==> src/rtl/txw_pkg.sv <==
package txw_pkg;
   localparam int OWN_B = 31;
   localparam int IC_B  = 30;
   localparam int LS_B  = 29;
   localparam int FS_B  = 28;
   localparam int EOR_B = 21;
   localparam int CHN_B = 20;
   localparam int ES_B  = 15;
   localparam int LEN2_LSB = 16;

   typedef enum logic [2:0] {
      ST_IDLE,
      ST_FETCH,
      ST_SUSP,
      ST_ISSUE,
      ST_WAIT,
      ST_WB
   } walk_st_t;

   typedef struct packed {
      logic own;
      logic ic;
      logic ls;
      logic fs;
      logic eor;
      logic chn;
   } dflags_t;

   function automatic dflags_t decode_w0(input logic [31:0] w);
      dflags_t f;
      f.own = w[OWN_B];
      f.ic  = w[IC_B];
      f.ls  = w[LS_B];
      f.fs  = w[FS_B];
      f.eor = w[EOR_B];
      f.chn = w[CHN_B];
      return f;
   endfunction
endpackage

==> src/rtl/txw_fetch.sv <==
module txw_fetch
   import txw_pkg::*;
#(
   parameter int AW = 32,
   parameter int NW = 4
) (
   input  logic          clk,
   input  logic          rst_n,
   input  logic          go,
   input  logic [AW-1:0] go_addr,
   output logic          rd_req,
   output logic [AW-1:0] rd_addr,
   input  logic          rd_ack,
   input  logic [31:0]   rd_data,
   output logic [31:0]   words [NW],
   output logic          done,
   output logic          not_owned
);
   localparam int IW = (NW > 1) ? $clog2(NW) : 1;

   logic          active;
   logic [IW-1:0] idx;
   logic [AW-1:0] dbase;

   assign rd_req  = active;
   assign rd_addr = dbase + AW'({idx, 2'b00});

   always_ff @(posedge clk) begin
      if (!rst_n) begin
         active    <= 1'b0;
         idx       <= '0;
         dbase     <= '0;
         done      <= 1'b0;
         not_owned <= 1'b0;
      end else begin
         done      <= 1'b0;
         not_owned <= 1'b0;
         if (go) begin
            active <= 1'b1;
            idx    <= '0;
            dbase  <= go_addr;
         end else if (active && rd_ack) begin
            if (idx == '0 && !rd_data[OWN_B]) begin
               active    <= 1'b0;
               not_owned <= 1'b1;
            end else if (idx == IW'(NW-1)) begin
               active <= 1'b0;
               done   <= 1'b1;
            end else begin
               idx <= idx + 1'b1;
            end
         end
      end
   end

   for (genvar g = 0; g < NW; g++) begin : g_word
      always_ff @(posedge clk) begin
         if (!rst_n) begin
            words[g] <= '0;
         end else if (active && rd_ack && idx == IW'(g)) begin
            words[g] <= rd_data;
         end
      end
   end
endmodule

==> src/rtl/txw_next.sv <==
module txw_next
   import txw_pkg::*;
#(
   parameter int AW         = 32,
   parameter int DESC_BYTES = 16,
   parameter bit CHAIN_EN   = 1'b1
) (
   input  logic [AW-1:0] cur,
   input  logic [AW-1:0] base,
   input  logic [31:0]   w0,
   input  logic [31:0]   w3,
   output logic [AW-1:0] nxt,
   output logic          chain_eff
);
   dflags_t f;
   assign f = decode_w0(w0);

   if (CHAIN_EN) begin : g_chain
      assign chain_eff = f.fs && f.chn && !f.eor;
   end else begin : g_nochain
      assign chain_eff = 1'b0;
   end

   always_comb begin
      if (f.eor)
         nxt = base;
      else if (chain_eff)
         nxt = w3[AW-1:0];
      else
         nxt = cur + AW'(DESC_BYTES);
   end
endmodule

==> src/rtl/txw_wb.sv <==
module txw_wb
   import txw_pkg::*;
#(
   parameter int ERR_W = 4
) (
   input  logic [31:0]      w0,
   input  logic [ERR_W-1:0] err,
   output logic [31:0]      wb_word,
   output logic             irq_req
);
   dflags_t f;
   assign f = decode_w0(w0);

   always_comb begin
      wb_word        = w0;
      wb_word[OWN_B] = 1'b0;
      wb_word[ES_B]  = |err;
   end

   assign irq_req = f.ic && f.ls;
endmodule

==> src/rtl/txdesc_walker.sv <==
module txdesc_walker
   import txw_pkg::*;
#(
   parameter int AW         = 32,
   parameter int LEN_W      = 13,
   parameter int ERR_W      = 4,
   parameter int DESC_BYTES = 16,
   parameter bit CHAIN_EN   = 1'b1
) (
   input  logic             clk,
   input  logic             rst_n,
   input  logic             start,
   input  logic [AW-1:0]    base_addr,
   input  logic             poll_demand,
   output logic             rd_req,
   output logic [AW-1:0]    rd_addr,
   input  logic             rd_ack,
   input  logic [31:0]      rd_data,
   output logic             seg_valid,
   input  logic             seg_ready,
   output logic             seg_first,
   output logic             seg_last,
   output logic [AW-1:0]    seg_buf1_addr,
   output logic [LEN_W-1:0] seg_buf1_len,
   output logic [AW-1:0]    seg_buf2_addr,
   output logic [LEN_W-1:0] seg_buf2_len,
   input  logic             xfer_done,
   input  logic [ERR_W-1:0] xfer_err,
   output logic             wr_req,
   output logic [AW-1:0]    wr_addr,
   output logic [31:0]      wr_data,
   input  logic             wr_ack,
   output logic             tx_irq,
   output logic             buf_unavail,
   output logic             busy
);
   localparam int NW = 4;

   if (AW < 8 || AW > 32) begin : g_bad_aw
      $error("txdesc_walker: AW must lie in 8..32");
   end
   if (LEN_W < 1 || LEN_W > 16) begin : g_bad_len
      $error("txdesc_walker: LEN_W must lie in 1..16");
   end
   if (ERR_W < 1) begin : g_bad_err
      $error("txdesc_walker: ERR_W must be at least 1");
   end
   if (DESC_BYTES < NW * 4 || (DESC_BYTES % 4) != 0) begin : g_bad_sz
      $error("txdesc_walker: DESC_BYTES must be a word multiple of at least 16");
   end

   walk_st_t         st;
   logic [AW-1:0]    cur;
   logic [AW-1:0]    base_r;
   logic [ERR_W-1:0] err_r;

   logic             go;
   logic [AW-1:0]    go_addr;
   logic [31:0]      words [NW];
   logic             f_done;
   logic             f_not_owned;
   logic [AW-1:0]    nxt;
   logic             chain_eff;
   logic [31:0]      wb_word;
   logic             irq_req;

   always_comb begin
      go      = 1'b0;
      go_addr = cur;
      unique case (st)
         ST_IDLE: begin
            go      = start;
            go_addr = base_addr;
         end
         ST_SUSP: go = poll_demand;
         ST_WB: begin
            go      = wr_ack;
            go_addr = nxt;
         end
         default: go = 1'b0;
      endcase
   end

   txw_fetch #(.AW(AW), .NW(NW)) u_fetch (
      .clk       (clk),
      .rst_n     (rst_n),
      .go        (go),
      .go_addr   (go_addr),
      .rd_req    (rd_req),
      .rd_addr   (rd_addr),
      .rd_ack    (rd_ack),
      .rd_data   (rd_data),
      .words     (words),
      .done      (f_done),
      .not_owned (f_not_owned)
   );

   txw_next #(.AW(AW), .DESC_BYTES(DESC_BYTES), .CHAIN_EN(CHAIN_EN)) u_next (
      .cur       (cur),
      .base      (base_r),
      .w0        (words[0]),
      .w3        (words[3]),
      .nxt       (nxt),
      .chain_eff (chain_eff)
   );

   txw_wb #(.ERR_W(ERR_W)) u_wb (
      .w0      (words[0]),
      .err     (err_r),
      .wb_word (wb_word),
      .irq_req (irq_req)
   );

   always_ff @(posedge clk) begin
      if (!rst_n) begin
         st     <= ST_IDLE;
         cur    <= '0;
         base_r <= '0;
         err_r  <= '0;
         tx_irq <= 1'b0;
      end else begin
         tx_irq <= 1'b0;
         unique case (st)
            ST_IDLE: if (start) begin
               cur    <= base_addr;
               base_r <= base_addr;
               st     <= ST_FETCH;
            end
            ST_FETCH: begin
               if (f_not_owned)
                  st <= ST_SUSP;
               else if (f_done)
                  st <= ST_ISSUE;
            end
            ST_SUSP: if (poll_demand) st <= ST_FETCH;
            ST_ISSUE: if (seg_ready) st <= ST_WAIT;
            ST_WAIT: if (xfer_done) begin
               err_r <= xfer_err;
               st    <= ST_WB;
            end
            ST_WB: if (wr_ack) begin
               tx_irq <= irq_req;
               cur    <= nxt;
               st     <= ST_FETCH;
            end
            default: st <= ST_IDLE;
         endcase
      end
   end

   assign seg_valid     = (st == ST_ISSUE);
   assign seg_first     = words[0][FS_B];
   assign seg_last      = words[0][LS_B];
   assign seg_buf1_addr = words[2][AW-1:0];
   assign seg_buf1_len  = words[1][LEN_W-1:0];
   assign seg_buf2_addr = words[3][AW-1:0];
   assign seg_buf2_len  = chain_eff ? '0 : words[1][LEN2_LSB +: LEN_W];

   assign wr_req      = (st == ST_WB);
   assign wr_addr     = cur;
   assign wr_data     = wb_word;
   assign buf_unavail = (st == ST_SUSP);
   assign busy        = (st != ST_IDLE);
endmodule

==> config.mk <==
export PLATFORM = sky130hd
export DESIGN_NAME = txdesc_walker
export DESIGN_NICKNAME = d
export VERILOG_FILES = /design/src/rtl/txw_pkg.sv /design/src/rtl/txw_fetch.sv /design/src/rtl/txw_next.sv /design/src/rtl/txw_wb.sv /design/src/rtl/txdesc_walker.sv
export SDC_FILE = /design/constraint.sdc
export NUM_CORES = 1
export LEC_CHECK = 0
export ABC_AREA = 1
export BUFFER_PORTS_ARGS = -buffer_cell sky130_fd_sc_hd__buf_4
export CAP_MARGIN = 20
export CORE_MARGIN = 2
export CORE_UTILIZATION = 40
export DETAILED_ROUTE_END_ITERATION = 10
export PLACE_DENSITY = 0.68
export SLEW_MARGIN = 10
export SYNTH_ARGS = -nofsm -noshare
export SYNTH_HDL_FRONTEND = slang
export SYNTH_SLANG_ARGS = --single-unit
==> constraint.sdc <==
create_clock -name clk -period 5.1 [get_ports clk]
set_input_delay 1.02 -clock clk [delete_from_list [all_inputs] [get_ports clk]]
set_output_delay 1.02 -clock clk [all_outputs]
set_load 0.01 [all_outputs]
==> impl_metrics.yaml, run 1 <==
synthesis:
  synth_edf_count: 0
  synth_cell_types: 36
  netlist_instances: 1747
  ys_seq_area_share_pct: 38.3
  synthAdderAreaFrac_pct: 0.899
  async_flop_share_pct: 0
  yosys_warnings: 0
  synth_compound_area_share_pct: 21.0
  synth-main-ff-cell: "dfxtp_1"
  synthSimpleGateAreaFrac_pct: 20.4
  ys_ff_latch: 229
  syn-num-nets: 1831
  synth.area.mux_share_pct: 0
  avgSynthCellArea_um2: 6.85
  synth_top_family_by_area: "compound AO/OA/AOI/OAI gates"
  netlist_area_um2: 12000
  synth-xor-area-share_pct: 2.41
global_route:
  grt_pass1_wl_um: 61700
  antenna_found_initial: 0
  grt_use_total_pct: 24.8
  grt_max_degree: 93
  grt_overflow: 0
  grt_pass1_vias: 11300
routing:
  ant_nets: 0
  vias_per_cell: 5.28
  vias: 11900
  drcViolationCount: 0
  drt_pass1_iterations: 6
  wl_um: 40000
  drtIter0Drc: 797
  wl_per_cell_um: 17.7
clocking:
  ctsRootBufferMaster: "clkbuf_16"
  numCtsBuffers: 25
  cts.hold.buffers_added: 0
  clockBufferDepth: 3
  ctsHtreeMaxLevel: 1
  clock-sinks: 229
  clock_latency_ns: 0.54
  post_cts_buffers: 0
  path_clk_slew_ns: 0.06
  cts_resized: 0
  cts_tree: "done"
hold_path:
  hp-start: "u_fetch.words[82]"
  hold_path_depth: 2
  hp-class: "reg -> reg"
  whs_endpoint: "u_fetch.words[82]"
critical_path:
  r2r_cells: 11
  critPathLaunch: "u_fetch.idx[0]"
  r2r_end: "u_fetch.dbase[4]"
  path_max_fanout: 5
  regToRegSetupSlack_ns: 2.22
  endpoint_kind: "output pin"
  crit_path_start_kind: "flop"
  path_class: "reg -> out"
  arrival_ns: 2.78
  r2r_start: "st[2]"
  critical_path_required_ns: 4.08
sta:
  fmax_ghz: 0.263
  worst_slack_ns: 1.30
  max_slew_margin_pct: 33.6
  hold_viol: 0
  finalSetupTns_ns: 0
  rsz0062_at_grt: "false"
  fin_crit_sh_pct: 74.5
  fin_crit_ns: 3.80
  fin_worst_skew_ns: 0.0221
  finalSetupViolCount: 0
  tightest_slew_ns: 0.993
  timing.final.max_slew_violations: 0
floorplanning:
  die_area_um2: 31300
  io-pin-count: 270
  start_util_pct: 40.5
  chipWidth_um: 177
  fp-row-count: 63
  die_h_um: 177
  core_area_um2: 29600
job:
  cap_violations: 0
finish:
  layout.area.seq_um2: 4580
  num_antenna_cells: 0
  instances_no_fill: 2254
  final_nets: 1929
  area_growth_pct: 17.5
  layout-drive-gt1-share_pct: 18.3
  fill_cells: 3106
  multi_input_area_um2: 5360
power_and_ir_drop:
  power_density_nw_per_um2: 457
  irDropWorstVdd_uv: 231
  power_mw: 6.43
  p_leak_nw: 5.99
placement:
  hpwl_um: 28600
  pre_cts_ws_ns: 1.75
  port-buffer-count: 268
  dp.cells: 2208
  gp_congestion: 0.962
run_status:
  outcome: "complete, no violations"
## area by class of cell
| type | count | share of cell area, % |
|---|---|---|
| Timing Repair Buffer | 281 | 15.0 |
| Tap cell | 390 | 3.47 |
| Inverter | 207 | 5.54 |
| Sequential cell | 229 | 32.6 |
| Clock inverter | 6 | 0.258 |
| Clock buffer | 40 | 5.06 |
| Multi-Input combinational cell | 1101 | 38.1 |
## synth_stat cells (2+ instances only)
cell type / n / share of area (%)
clkbuf_1: 76 / 2.4
o21ai_0: 172 / 7.2
a21oi_1: 241 / 10
a31oi_1: 10 / 0.52
inv_2: 10 / 0.31
nor2_1: 122 / 3.8
buf_6: 3 / 0.28
a211oi_1: 3 / 0.19
nor3_2: 2 / 0.17
dfxtp_1: 229 / 38
nand4_1: 13 / 0.68
xnor2_1: 12 / 0.88
o21ai_1: 33 / 1.4
xor2_1: 21 / 1.5
nand2_1: 271 / 8.5
buf_2: 14 / 0.59
inv_1: 195 / 6.1
buf_4: 113 / 7.1
o22ai_1: 22 / 1.1
nor3_1: 8 / 0.33
nor2_4: 3 / 0.28
nand2_2: 5 / 0.26
o211ai_1: 8 / 0.50
buf_1: 4 / 0.13
ha_1: 7 / 0.73
nand3_1: 137 / 5.7
nor4_1: 4 / 0.21
## cell families (layout without fill, tap and decap cells)
family                   Yosys count  count (layout)
buffers and inverters            417             534
adder cells (fa/ha/maj)            8               8
flip-flops                       229             229
AND/OR/NAND/NOR                  570             570
AO/OA/AOI/OAI                    489             489
other                              1               1
XOR/XNOR                          33              33
## registers in the layout, indices dropped and copies added, names as in the netlist
signal and flops:
st 3, u_fetch.done 1, u_fetch.dbase 32, err_r 4, base_r 32, u_fetch.not_owned 1
u_fetch.words 120, u_fetch.idx 2, u_fetch.rd_req 1, wr_addr 32, tx_irq 1
## worst max-delay path, cell delays in order, from the launching register on
cell and delay, ns:
dfxtp_1 0.49, ha_1 0.28, nand3_1 0.09, nand2_1 0.16
nand2_1 0.15, nor2_2 0.14, inv_1 0.09, nor2_1 0.28
nand4_1 0.21, xnor2_1 0.19, buf_4 0.14
## worst max-delay path by stage
stage	endpoint	slack, ns
after floorplan	rd_addr[26]	2.36
final	rd_addr[31]	1.30
after detailed placement	u_fetch.words[83]	1.75
after CTS	rd_addr[31]	1.31
after global routing	rd_addr[31]	1.15
after global placement	u_fetch.words[90]	1.83
## layout by cell type (no fill, tap or decap), drive strengths merged
| master | n |
|---|---|
| a211oi | 3 |
| clkinvlp | 1 |
| inv | 207 |
| xnor2 | 12 |
| o211ai | 8 |
| conb | 1 |
| ha | 7 |
| nand2 | 277 |
| clkinv | 5 |
| nor3 | 11 |
| o21ai | 205 |
| buf | 281 |
| a21oi | 241 |
| nor2 | 126 |
| dfxtp | 229 |
| o22ai | 22 |
| nand4 | 13 |
| a31oi | 10 |
| and2 | 1 |
| clkbuf | 40 |
| xor2 | 21 |
| nor4 | 4 |
| nor3b | 1 |
| nand3 | 137 |
| fa | 1 |
## report_power, final
| part | switching, mW | total [mW] | internal (mW) |
|---|---|---|---|
| logic | 1.41 | 2.24 | 0.833 |
| registers | 0.385 | 2.50 | 2.11 |
| clock network | 0.740 | 1.69 | 0.955 |
| total | 2.53 | 6.43 | 3.90 |
## per-stage QoR
stage | util [%] | hold WS, ns | cell area [um^2]
finish | 47.6 | 0.453 | 14100
global route | 47.6 | 0.467 | 14100
CTS | 47.6 | 0.455 | 14100
detailed placement | 45.1 | 0.446 | 13300
global placement | 45.1 | 0.440 | 13300
floorplan | - | 0.429 | 12000
## per-layer routing
layer	global-route usage [%]	routed length (um)	up-vias
met3	6.10	3710	71
li1	-	-	5815
met4	7.92	1160	0
met1	32.5	17100	5498
met5	0	0	-
met2	39.9	18100	506
(Power assumes the default switching activity.)
==> run 2, diff against run 1 <==
--- a/config.mk
+++ b/config.mk
@@ -11,7 +11,7 @@
 export CORE_MARGIN = 2
 export CORE_UTILIZATION = 40
 export DETAILED_ROUTE_END_ITERATION = 10
-export PLACE_DENSITY = 0.68
+export PLACE_DENSITY = 0.7
 export SLEW_MARGIN = 10
 export SYNTH_ARGS = -nofsm -noshare
 export SYNTH_HDL_FRONTEND = slang
==> constraint.sdc (replaced) <==
create_clock -name clk -period 3.2 [get_ports clk]
set_input_delay 0.64 -clock clk [delete_from_list [all_inputs] [get_ports clk]]
set_output_delay 0.64 -clock clk [all_outputs]
set_load 0.01 [all_outputs]
==> run 2 against run 1 <==
Net effect: wire length rose by 2.4%; clock-buffer cell count is 4 lower; register-to-register slack got worse by 1.3 ns; largest cell class unchanged; via count up 0.56%; final cell count up 0.62%; final area up 2.8%; critical endpoint is now rd_addr[26]; first-iteration DRC count grew 9.9%.
==> impl_metrics.yaml, run 2 (synthesis gave the netlist of run 1 again) <==
global_route:
  grt.met1_usage_pct: 34.2
  grt_busiest_layer: "met2"
  grtUsageMet3_pct: 5.00
  antenna_found_initial: 0
  grt_pass1_vias: 11200
  use_met2_pct: 39.6
  grt_max_degree: 112
  grt_overflow: 0
  grt_use_total_pct: 25.1
  grt_pass1_wl_um: 62200
finish:
  layout-drive-gt1-share_pct: 19.9
  instances_no_fill: 2268
  final_nets: 1943
  largest_register_ffs: 120
  area_growth_pct: 20.9
  layout_commonest_cell: "buf_4"
  final_design_area_no_fill_um2: 14500
  num_antenna_cells: 0
  regMostFlops: "u_fetch.words"
  fin_util_pct: 49.0
  mostFrequentLayoutCells: "buf_4 (292), nand2_1 (269), a21oi_1 (241)"
sta:
  worst_slack_ns: 0.160
  fin_crit_ns: 3.04
  finalSetupViolCount: 0
  timing.final.max_slew_violations: 0
  fin_crit_sh_pct: 95.0
  fin_worst_skew_ns: 0.0274
  fmax_ghz: 0.329
  hold_ws_ns: 0.375
  hold_viol: 0
  finalSetupTns_ns: 0
  tightest_slew_ns: 0.763
  max_slew_margin_pct: 49.2
  rsz0062_at_grt: "false"
routing:
  drt_pass1_iterations: 6
  drcViolationCount: 0
  wl_per_cell_um: 18.1
  vias: 12000
  vias_per_cell: 5.27
  drtIter0Drc: 876
  ant_nets: 0
  wl_um: 40900
clocking:
  cts.hold.buffers_added: 0
  numCtsBuffers: 26
  clock-sinks: 229
  ctsRootBufferMaster: "clkbuf_16"
  path_clk_slew_ns: 0.06
  clock_latency_ns: 0.54
  clockBufferDepth: 3
  cts_tree: "done"
  ctsHtreeMaxLevel: 1
floorplanning:
  chipWidth_um: 177
  fp-row-count: 63
  die_h_um: 177
  io-pin-count: 270
  die_area_um2: 31300
  core_area_um2: 29600
  start_util_pct: 40.5
critical_path:
  cp_slowest_cell: "dfxtp_2"
  critical_path_required_ns: 2.56
  path_cells: "ha_1 -> fa_1 -> nand2_1 -> nor2_2 -> nand3_2 -> nor2_4 -> nand4_1 -> xnor2_1 -> buf_4"
  cp_num_buf_inv: 1
  cpPeakStageDelay_ns: 0.38
  regToRegSetupSlack_ns: 0.97
  path_delay_family: "simple AND/OR/NAND/NOR gates"
  path_max_fanout: 5
  path_class: "reg -> out"
  endpoint_kind: "output pin"
  crit_path_start_kind: "flop"
  arrival_ns: 2.40
power_and_ir_drop:
  p_comb_share_pct: 33.7
  switching_power_mw: 4.14
  irDropWorstVdd_uv: 401
  power_density_nw_per_um2: 764
  power_mw: 11.1
  seqPwrFrac_pct: 35.7
  pwr-share-clk_pct: 30.6
  p_leak_nw: 6.18
  intPower_mw: 6.91
  swShare_pct: 37.5
placement:
  gp_congestion: 0.911
  placed_area_um2: 13400
  hpwl_um: 29200
  pre_cts_ws_ns: 0.500
  dp.cells: 2220
  port-buffer-count: 268
run_status:
  outcome: "complete, no violations"
hold_path:
  hp-class: "in -> reg"
job:
  cap_violations: 0
## run 2: cell types whose count changed in the layout (fill, tap and decap cells not counted), sizes merged
cell,previous run,this run
buf,281,294
bufinv,0,6
clkbuf,40,36
clkinv,5,6
clkinvlp,1,0
inv,207,206
## run 2: power by group through the flow
stage	registers (mW)	logic [mW]	clock network, mW
floorplan	3.87	2.32	0
global placement	3.97	3.64	0
detailed placement	3.98	3.67	0
CTS	3.92	3.70	3.44
global route	4.00	4.09	3.56
finish	3.94	3.73	3.38
## run 2: path summary, 6_finish.rpt
kind | from | endpoint | cells after the start
setup reg to reg | wr_addr[5] | u_fetch.dbase[18] | 11
hold reg to reg | base_r[18] | base_r[18] | 2
setup / recovery | u_fetch.idx[0] | rd_addr[26] | 9
hold / removal | xfer_err[2] | err_r[2] | 3
## run 2: final cells by class
cell class | instances | area (um^2)
Sequential cell | 229 | 4590
Clock inverter | 11 | 220
Tap cell | 390 | 488
Multi-Input combinational cell | 1101 | 5400
Clock buffer | 36 | 768
Timing Repair Buffer | 294 | 2230
Fill cell | 2946 | 15100
Inverter | 207 | 779
## run 2: worst min-delay path, stage by stage
cell	delay, ns
buf_4	0.07
o21ai_0	0.07
a21oi_1	0.10
## run 2: per-layer routing
layer | wire, um | vias up
li1 | - | 5834
met1 | 18000 | 5535
met2 | 18200 | 515
met3 | 3550 | 73
met4 | 1160 | 0
met5 | 0 | -
## run 2: what timing repair did
item	in CTS	in global routing
gates resized for setup	2	11
buffers inserted	0	1
pin swaps	0	2
setup endpoints to repair	5	13
==> run 3, diff against run 2 <==
--- a/config.mk
+++ b/config.mk
@@ -8,10 +8,10 @@
 export ABC_AREA = 1
 export BUFFER_PORTS_ARGS = -buffer_cell sky130_fd_sc_hd__buf_4
 export CAP_MARGIN = 20
+export CORE_ASPECT_RATIO = 1.1
 export CORE_MARGIN = 2
 export CORE_UTILIZATION = 40
 export DETAILED_ROUTE_END_ITERATION = 10
-export PLACE_DENSITY = 0.7
 export SLEW_MARGIN = 10
 export SYNTH_ARGS = -nofsm -noshare
 export SYNTH_HDL_FRONTEND = slang
==> run 3 against run 2 <==
Net effect: combinational power is 1% lower; critical path depth stayed put; total power is 4.8% lower; setup slack worse by 0.034 ns; clock skew is 0.0072 ns lower; first-iteration DRC count is 1.7% lower; global-route usage is 0.49 points higher; worst hold slack better by 0.020 ns.
==> impl_metrics.yaml, run 3 (synthesis gave the netlist of run 1 again) <==
floorplanning:
  chipWidth_um: 169
  core_area_um2: 29500
  fp-row-count: 66
  start_util_pct: 40.6
  die_h_um: 185
  io-pin-count: 270
  die_area_um2: 31300
power_and_ir_drop:
  irDropWorstVdd_uv: 353
  p_leak_nw: 6.10
  seqPwrFrac_pct: 37.6
  swShare_pct: 38.7
  power_density_nw_per_um2: 736
  pwr-share-clk_pct: 27.4
  switching_power_mw: 4.07
  intPower_mw: 6.45
  p_comb_share_pct: 35.0
routing:
  wl_um: 41100
  drcViolationCount: 0
  vias: 11900
  wl_per_cell_um: 18.3
  drtIter0Drc: 861
  ant_nets: 0
  vias_per_cell: 5.30
  drt_pass1_iterations: 6
sta:
  hold_ws_ns: 0.395
  tightest_slew_ns: 0.665
  hold_viol: 0
  fmax_ghz: 0.325
  fin_crit_sh_pct: 96.1
  fin_worst_skew_ns: 0.0202
  timing.final.max_slew_violations: 0
  worst_slack_ns: 0.126
  finalSetupViolCount: 0
  max_slew_margin_pct: 55.7
  finalSetupTns_ns: 0
  fin_crit_ns: 3.07
finish:
  layout_commonest_cell: "buf_4"
  mostFrequentLayoutCells: "buf_4 (295), nand2_1 (267), a21oi_1 (241)"
  final_design_area_no_fill_um2: 14300
  final_nets: 1945
  instances_no_fill: 2251
  num_antenna_cells: 0
  area_growth_pct: 19.4
  largest_register_ffs: 120
  regMostFlops: "u_fetch.words"
  layout-drive-gt1-share_pct: 19.9
global_route:
  grt_pass1_wl_um: 63200
  grt_pass1_vias: 11300
  grt_overflow: 0
  grt_use_total_pct: 25.6
  antenna_found_initial: 0
  grt_max_degree: 139
hold_path:
  whs_endpoint: "err_r[3]"
  hp-class: "in -> reg"
  hp-start: "xfer_err[3]"
  hold_path_depth: 3
placement:
  hpwl_um: 29600
  placed_area_um2: 13400
  dp.cells: 2206
  pre_cts_ws_ns: 0.431
  gp_congestion: 0.945
  port-buffer-count: 268
clocking:
  clock_latency_ns: 0.53
  path_clk_slew_ns: 0.06
  numCtsBuffers: 25
  cts.hold.buffers_added: 0
  clockBufferDepth: 3
  cts_tree: "done"
  ctsRootBufferMaster: "clkbuf_16"
  ctsHtreeMaxLevel: 1
  clock-sinks: 229
critical_path:
  arrival_ns: 2.43
  path_max_fanout: 5
  r2r_start: "st[1]"
  path_class: "reg -> out"
  r2r_cells: 9
  endpoint_kind: "output pin"
  regToRegSetupSlack_ns: 1.04
  r2r_end: "u_fetch.dbase[25]"
  crit_path_start_kind: "flop"
  critical_path_required_ns: 2.56
job:
  cap_violations: 0
run_status:
  outcome: "complete, no violations"
run 3: worst max path at each step:
stage,slack (ns),depth (start not counted),to,from
after global placement,0.52,10,rd_addr[31],u_fetch.idx[1]
after global routing,-0.007,9,rd_addr[26],u_fetch.idx[0]
after floorplan,0.84,8,rd_addr[26],u_fetch.idx[0]
final,0.13,9,rd_addr[26],u_fetch.idx[0]
after detailed placement,0.43,9,rd_addr[26],u_fetch.idx[0]
after CTS,-0.003,9,rd_addr[26],u_fetch.idx[0]
run 3: area by class of cell:
class,count,area [um^2]
tap,374,468
clock inverter,12,144
fill,3021,15200
multi-input combinational,1101,5410
timing repair buffer,297,2250
sequential,229,4590
inverter,207,779
clock buffer,31,658
run 3: through the flow:
| stage | power [mW] | util [%] |
|---|---|---|
| finish | 10.5 | 48.5 |
| global route | 11.2 | 48.5 |
| CTS | 10.5 | 48.3 |
| detailed placement | 7.64 | 45.6 |
| global placement | 7.61 | 45.6 |
| floorplan | 6.19 | - |
run 3: timing repair:
action | CTS | global route
pin swaps | 1 | 3
resized for setup | 4 | 12
setup endpoints to repair | 4 | 9
setup buffers | 0 | 2
run 3: worst max-delay path, cell delays in order, from the launching register on:
cell	delay [ns]
dfxtp_2	0.38
ha_2	0.20
fa_2	0.22
nand2_2	0.10
nor2_2	0.15
nand3_2	0.14
nor2_4	0.16
nand4_1	0.19
xnor2_1	0.22
buf_4	0.14
run 3: power by group through the flow:
stage	clock network [mW]	logic, mW	registers (mW)
finish	2.89	3.68	3.95
global route	3.06	4.09	4.01
CTS	2.94	3.67	3.93
detailed placement	0	3.65	3.99
global placement	0	3.63	3.98
floorplan	0	2.32	3.87
run 3: routing by layer:
layer	wire [um]	up-vias	global-route usage, %
met1	17500	5529	33.6
met2	18800	488	41.8
met4	1170	0	8.38
met5	0	-	0
li1	-	5841	-
met3	3600	70	5.51
